===== config.mk =====
export PLATFORM = sky130hd
export DESIGN_NAME = capture_stamp
export DESIGN_NICKNAME = d
export VERILOG_FILES = /design/src/rtl/capture_stamp_pkg.sv /design/src/rtl/capture_stamp_sync.sv /design/src/rtl/capture_stamp_filter.sv /design/src/rtl/capture_stamp_edge.sv /design/src/rtl/capture_stamp.sv
export SDC_FILE = /design/constraint.sdc
export NUM_CORES = 1
export LEC_CHECK = 0
export BUFFER_PORTS_ARGS = -buffer_cell sky130_fd_sc_hd__buf_4
export CAP_MARGIN = 15
export CORE_MARGIN = 2
export CORE_UTILIZATION = 41
export DETAILED_ROUTE_END_ITERATION = 7
export PLACE_DENSITY = 0.69
export SLEW_MARGIN = 40
export SYNTH_ARGS = -nofsm -noshare
export SYNTH_HDL_FRONTEND = slang
export SYNTH_SLANG_ARGS = --single-unit

===== constraint.sdc =====
create_clock -name clk -period 2.3 [get_ports clk]
set_input_delay 0.69 -clock clk [delete_from_list [all_inputs] [get_ports clk]]
set_output_delay 0.69 -clock clk [all_outputs]
set_load 0.01 [all_outputs]

===== src/rtl/capture_stamp_pkg.sv =====
package capture_stamp_pkg;

    localparam int DEF_CNT_W       = 16;
    localparam int DEF_SYNC_STAGES = 2;
    localparam int DEF_FILT_LEN    = 4;

    typedef enum logic {
        EDGE_FALL = 1'b0,
        EDGE_RISE = 1'b1
    } edge_sel_e;

    typedef struct packed {
        logic evt;
        logic wr;
        logic clr;
    } cap_ctl_t;

    function automatic logic edge_hit(edge_sel_e sel, logic cur, logic prv);
        if (sel == EDGE_RISE) begin
            return cur & ~prv;
        end
        return ~cur & prv;
    endfunction

endpackage


===== src/rtl/capture_stamp_sync.sv =====
module capture_stamp_sync #(
    parameter int STAGES = capture_stamp_pkg::DEF_SYNC_STAGES
) (
    input  logic clk,
    input  logic rst,
    input  logic din,
    output logic dout
);
    logic [STAGES-1:0] chain;

    generate
        if (STAGES == 1) begin : g_one
            always_ff @(posedge clk) begin
                if (rst) chain <= '0;
                else     chain <= din;
            end
        end else begin : g_many
            always_ff @(posedge clk) begin
                if (rst) chain <= '0;
                else     chain <= {chain[STAGES-2:0], din};
            end
        end
    endgenerate

    assign dout = chain[STAGES-1];
endmodule


===== src/rtl/capture_stamp_filter.sv =====
module capture_stamp_filter #(
    parameter int LEN = capture_stamp_pkg::DEF_FILT_LEN
) (
    input  logic clk,
    input  logic rst,
    input  logic din,
    input  logic en,
    output logic lvl
);
    localparam int HW = LEN - 1;

    logic [HW-1:0] hist;
    logic [LEN-1:0] window;
    logic           all_hi;
    logic           all_lo;
    logic           held;

    assign window = {hist, din};
    assign all_hi = &window;
    assign all_lo = ~|window;

    generate
        if (HW == 1) begin : g_h1
            always_ff @(posedge clk) begin
                if (rst) hist <= '0;
                else     hist <= din;
            end
        end else begin : g_hn
            always_ff @(posedge clk) begin
                if (rst) hist <= '0;
                else     hist <= {hist[HW-2:0], din};
            end
        end
    endgenerate

    always_ff @(posedge clk) begin
        if (rst) begin
            held <= 1'b0;
        end else if (all_hi) begin
            held <= 1'b1;
        end else if (all_lo) begin
            held <= 1'b0;
        end
    end

    assign lvl = en ? held : din;
endmodule


===== src/rtl/capture_stamp_edge.sv =====
module capture_stamp_edge
    import capture_stamp_pkg::*;
(
    input  logic      clk,
    input  logic      rst,
    input  logic      lvl,
    input  edge_sel_e sel,
    input  logic      arm,
    output logic      evt
);
    logic prev;

    always_ff @(posedge clk) begin
        if (rst) prev <= 1'b0;
        else     prev <= lvl;
    end

    assign evt = arm & edge_hit(sel, lvl, prev);
endmodule


===== src/rtl/capture_stamp.sv =====
module capture_stamp
    import capture_stamp_pkg::*;
#(
    parameter int CNT_W       = DEF_CNT_W,
    parameter int SYNC_STAGES = DEF_SYNC_STAGES,
    parameter int FILT_LEN    = DEF_FILT_LEN
) (
    input  logic             clk,
    input  logic             rst,
    input  logic             cap_pin,
    input  logic [CNT_W-1:0] cnt_val,
    input  logic             filt_en,
    input  logic             edge_sel,
    input  logic             irq_en,
    input  logic             top_is_cap,
    input  logic             flag_clr,
    input  logic             cap_wr,
    input  logic [CNT_W-1:0] cap_wdata,
    output logic [CNT_W-1:0] cap_reg,
    output logic             cap_flag,
    output logic             cap_irq
);
    logic      pin_s;
    logic      pin_lvl;
    logic      cap_evt;
    edge_sel_e sel_e;
    cap_ctl_t  ctl;

    assign sel_e = edge_sel_e'(edge_sel);

    capture_stamp_sync #(.STAGES(SYNC_STAGES)) sync_i (
        .clk  (clk),
        .rst  (rst),
        .din  (cap_pin),
        .dout (pin_s)
    );

    capture_stamp_filter #(.LEN(FILT_LEN)) filt_i (
        .clk (clk),
        .rst (rst),
        .din (pin_s),
        .en  (filt_en),
        .lvl (pin_lvl)
    );

    capture_stamp_edge edge_i (
        .clk (clk),
        .rst (rst),
        .lvl (pin_lvl),
        .sel (sel_e),
        .arm (~top_is_cap),
        .evt (cap_evt)
    );

    assign ctl = '{evt: cap_evt, wr: cap_wr, clr: flag_clr};

    always_ff @(posedge clk) begin
        if (rst) begin
            cap_reg <= '0;
        end else if (ctl.evt) begin
            cap_reg <= cnt_val;
        end else if (ctl.wr) begin
            cap_reg <= cap_wdata;
        end
    end

    always_ff @(posedge clk) begin
        if (rst) begin
            cap_flag <= 1'b0;
        end else if (ctl.evt) begin
            cap_flag <= 1'b1;
        end else if (ctl.clr) begin
            cap_flag <= 1'b0;
        end
    end

    assign cap_irq = cap_flag & irq_en;
endmodule


==> flow_summary_export.csv <==
group,metric,value,unit
run_status,status,"complete, no violations",
die,die_h,57.7,um
routing,post_drt_wl_per_cell,12.5,um
placed_design,hpwl,1900,um
cts,clock_sinks,24,
logic_synthesis,synth_cells,112,
critical_path,crit_buf_inv,2,
cts,hold_buffers,0,
timing,maxSlewHeadroom,0.761,
global_routing,grt_pass1_vias,931,
critical_path,startpoint_type,"input port",
timing,fmax,569,MHz
pwr,p_leak,0.000807,uW
cts,cts_buffers,3,
critical_path,rrSetupSlack,0.83,ns
cts,ctsResizeCount,0,
global_routing,grt_first_pass_wirelength,3960,um
final_layout,ff_latch_area,480,um^2
pwr,power,840,uW
logic_synthesis,yosysTopAreaCell,"dfxtp_1",
logic_synthesis,synthArstFlopShare,0,
critical_path,criticalPathCategory,"input port to primary output",
final_layout,drive_gt1_frac,0.479,
critical_path,worst_ep_arrival_time,1.07,ns
cts,cts_setup_buffers,0,
global_routing,grt_max_degree,41,
logic_synthesis,synth_top_area_frac,0.407,
cts,cts_buffer_depth,2,
logic_synthesis,yosysUniqueCellTypes,16,
cts,htreeDepth,1,
timing,worstMarginPinSlew,0.358,ns
routing,viasPerCell,4.73,
die,core,2760,um^2
worst_hold_path,hold_path_class,"register to register",
critical_path,crit_required,1.61,ns
final_layout,largest_reg_flops,16,
logic_synthesis,yosys_warnings,0,
critical_path,crit_chain,"buf_4 > and2_1 > buf_4",
logic_synthesis,ys.flop_type,"dfxtp_1",
timing,finalCriticalPeriod,1.76,ns
timing,timing.final.crit_share,0.764,
pwr,peakVddDrop,290,uV
timing,fin_skew,0.00193,ns
routing,dr.first_iter.drc_count,11,
routing,wl,2480,um
critical_path,slowest_delay,0.14,ns
logic_synthesis,yosysMostFrequentCell,"dfxtp_1",
final_layout,multi_input_area,656,um^2
cts,cts_tree,"built",
die,dieArea,3330,um^2
pwr,power.density,510,nW/um^2
routing,drc,0,
final_layout,final_cell_area,1650,um^2
placed_design,io_buffers,58,
timing,rsz0062_at_grt,"false",
logic_synthesis,synth_nets,153,
global_routing,grt_antenna_before_repair,0,
logic_synthesis,syn_area_per_cell,10.5,um^2
timing,slew_viol_final,0,
logic_synthesis,synth-seq-cells,24,
final_layout,fin_nets,209,
logic_synthesis,synth-edff-count,0,
logic_synthesis,synth_area,1180,um^2
final_layout,num-fill-cells,261,
critical_path,crit_top_cell,"buf_4",
logic_synthesis,ys_seq_area_frac,0.407,
routing,ant_nets,0,
cts,clock_latency,0.30,ns
cts,clk_pin_slew,0.13,ns
die,placementRows,19,
die,ios,59,
timing,hold_violations,0,
die,initial_core_util,0.428,
critical_path,endpoint_kind,"primary output",
critical_path,crit_fanout,1,
final_layout,layout.cells.non_filler,198,
critical_path,path_delay_family,"buffers and inverters",
timing,finalSetupTns,0,ns
final_layout,area_delta_synth_final,39.4,%
cts,clockRootBuffer,"clkbuf_4",
logic_synthesis,synth_top_cells_by_count,"dfxtp_1, nor2b_1, mux2i_1, nor2_1, mux2_4",
final_layout,utilization,0.597,
routing,first_pass_iters,4,
placed_design,dp_cells,194,
placed_design,post_dp_cell_area,1610,um^2
die,fp.dieW,57.7,um
final_layout,n_antenna_cell,0,
run,maxCapViolCount,0,
logic_synthesis,synth.area.top_cells,"dfxtp_1, mux2i_1, mux2_4",
timing,setup_viol_count_final,0,
global_routing,grt-ovfl-total,0,
global_routing,grtUsageTotal,0.151,
routing,routed-via-count,937,
critical_path,slowest_stage,"and2_1",
placed_design,gp_congestion,0.691,
-- worst paths after layout --
kind | from | to | cells after the start
worst max register to register | filt_i.held | cap_reg[14] | 3
worst max-delay path | irq_en | cap_irq | 3
worst min register to register | sync_i.chain[0] | sync_i.chain[1] | 1
worst min-delay path | sync_i.chain[0] | sync_i.chain[1] | 1
-- placed cells by master (no fill, tap or decap), types with 2 or more instances in the layout --
cell	synthesis	final
nor3b_1	2	2
mux2_2	7	7
dfxtp_1	24	24
nor2b_1	22	22
buf_4	0	58
mux2i_1	17	17
clkbuf_4	0	3
nor2_1	17	17
mux2_4	10	10
-- power breakdown --
group          leakage (uW)  switching [uW]  internal, uW
registers          0.000197            11.8           438
logic              0.000589            61.1           111
clock network     0.0000210             122          96.5
-- cell families after synthesis --
| kind of cell | Yosys count | share of synthesized area |
|---|---|---|
| multiplexers | 34 | 0.338 |
| buffers and inverters | 7 | 0.0381 |
| AND/OR/NAND/NOR | 43 | 0.194 |
| AO/OA/AOI/OAI | 4 | 0.0233 |
| flip-flops | 24 | 0.407 |
-- metrics by stage --
step	worst slack [ns]	hold WS, ns
after floorplan	0.441	0.414
after global placement	0.376	0.419
after detailed placement	0.348	0.434
after CTS	0.538	0.463
after global routing	0.527	0.475
final	0.542	0.459
-- layout make-up --
| type | count | share of cell area |
|---|---|---|
| clock buffers | 4 | 0.0220 |
| repair buffers | 58 | 0.264 |
| multi-input cells | 81 | 0.398 |
| well taps | 31 | 0.0236 |
| flip-flops and latches | 24 | 0.292 |
-- routing by layer --
layer  up-vias  track usage  wire, um
met5         -            0         0
met4         0       0.0432        19
met3         2       0.0379       195
met2        32        0.268      1260
met1       422        0.181      1010
li1        481            -         -
Power figures use the tool's default switching activity.
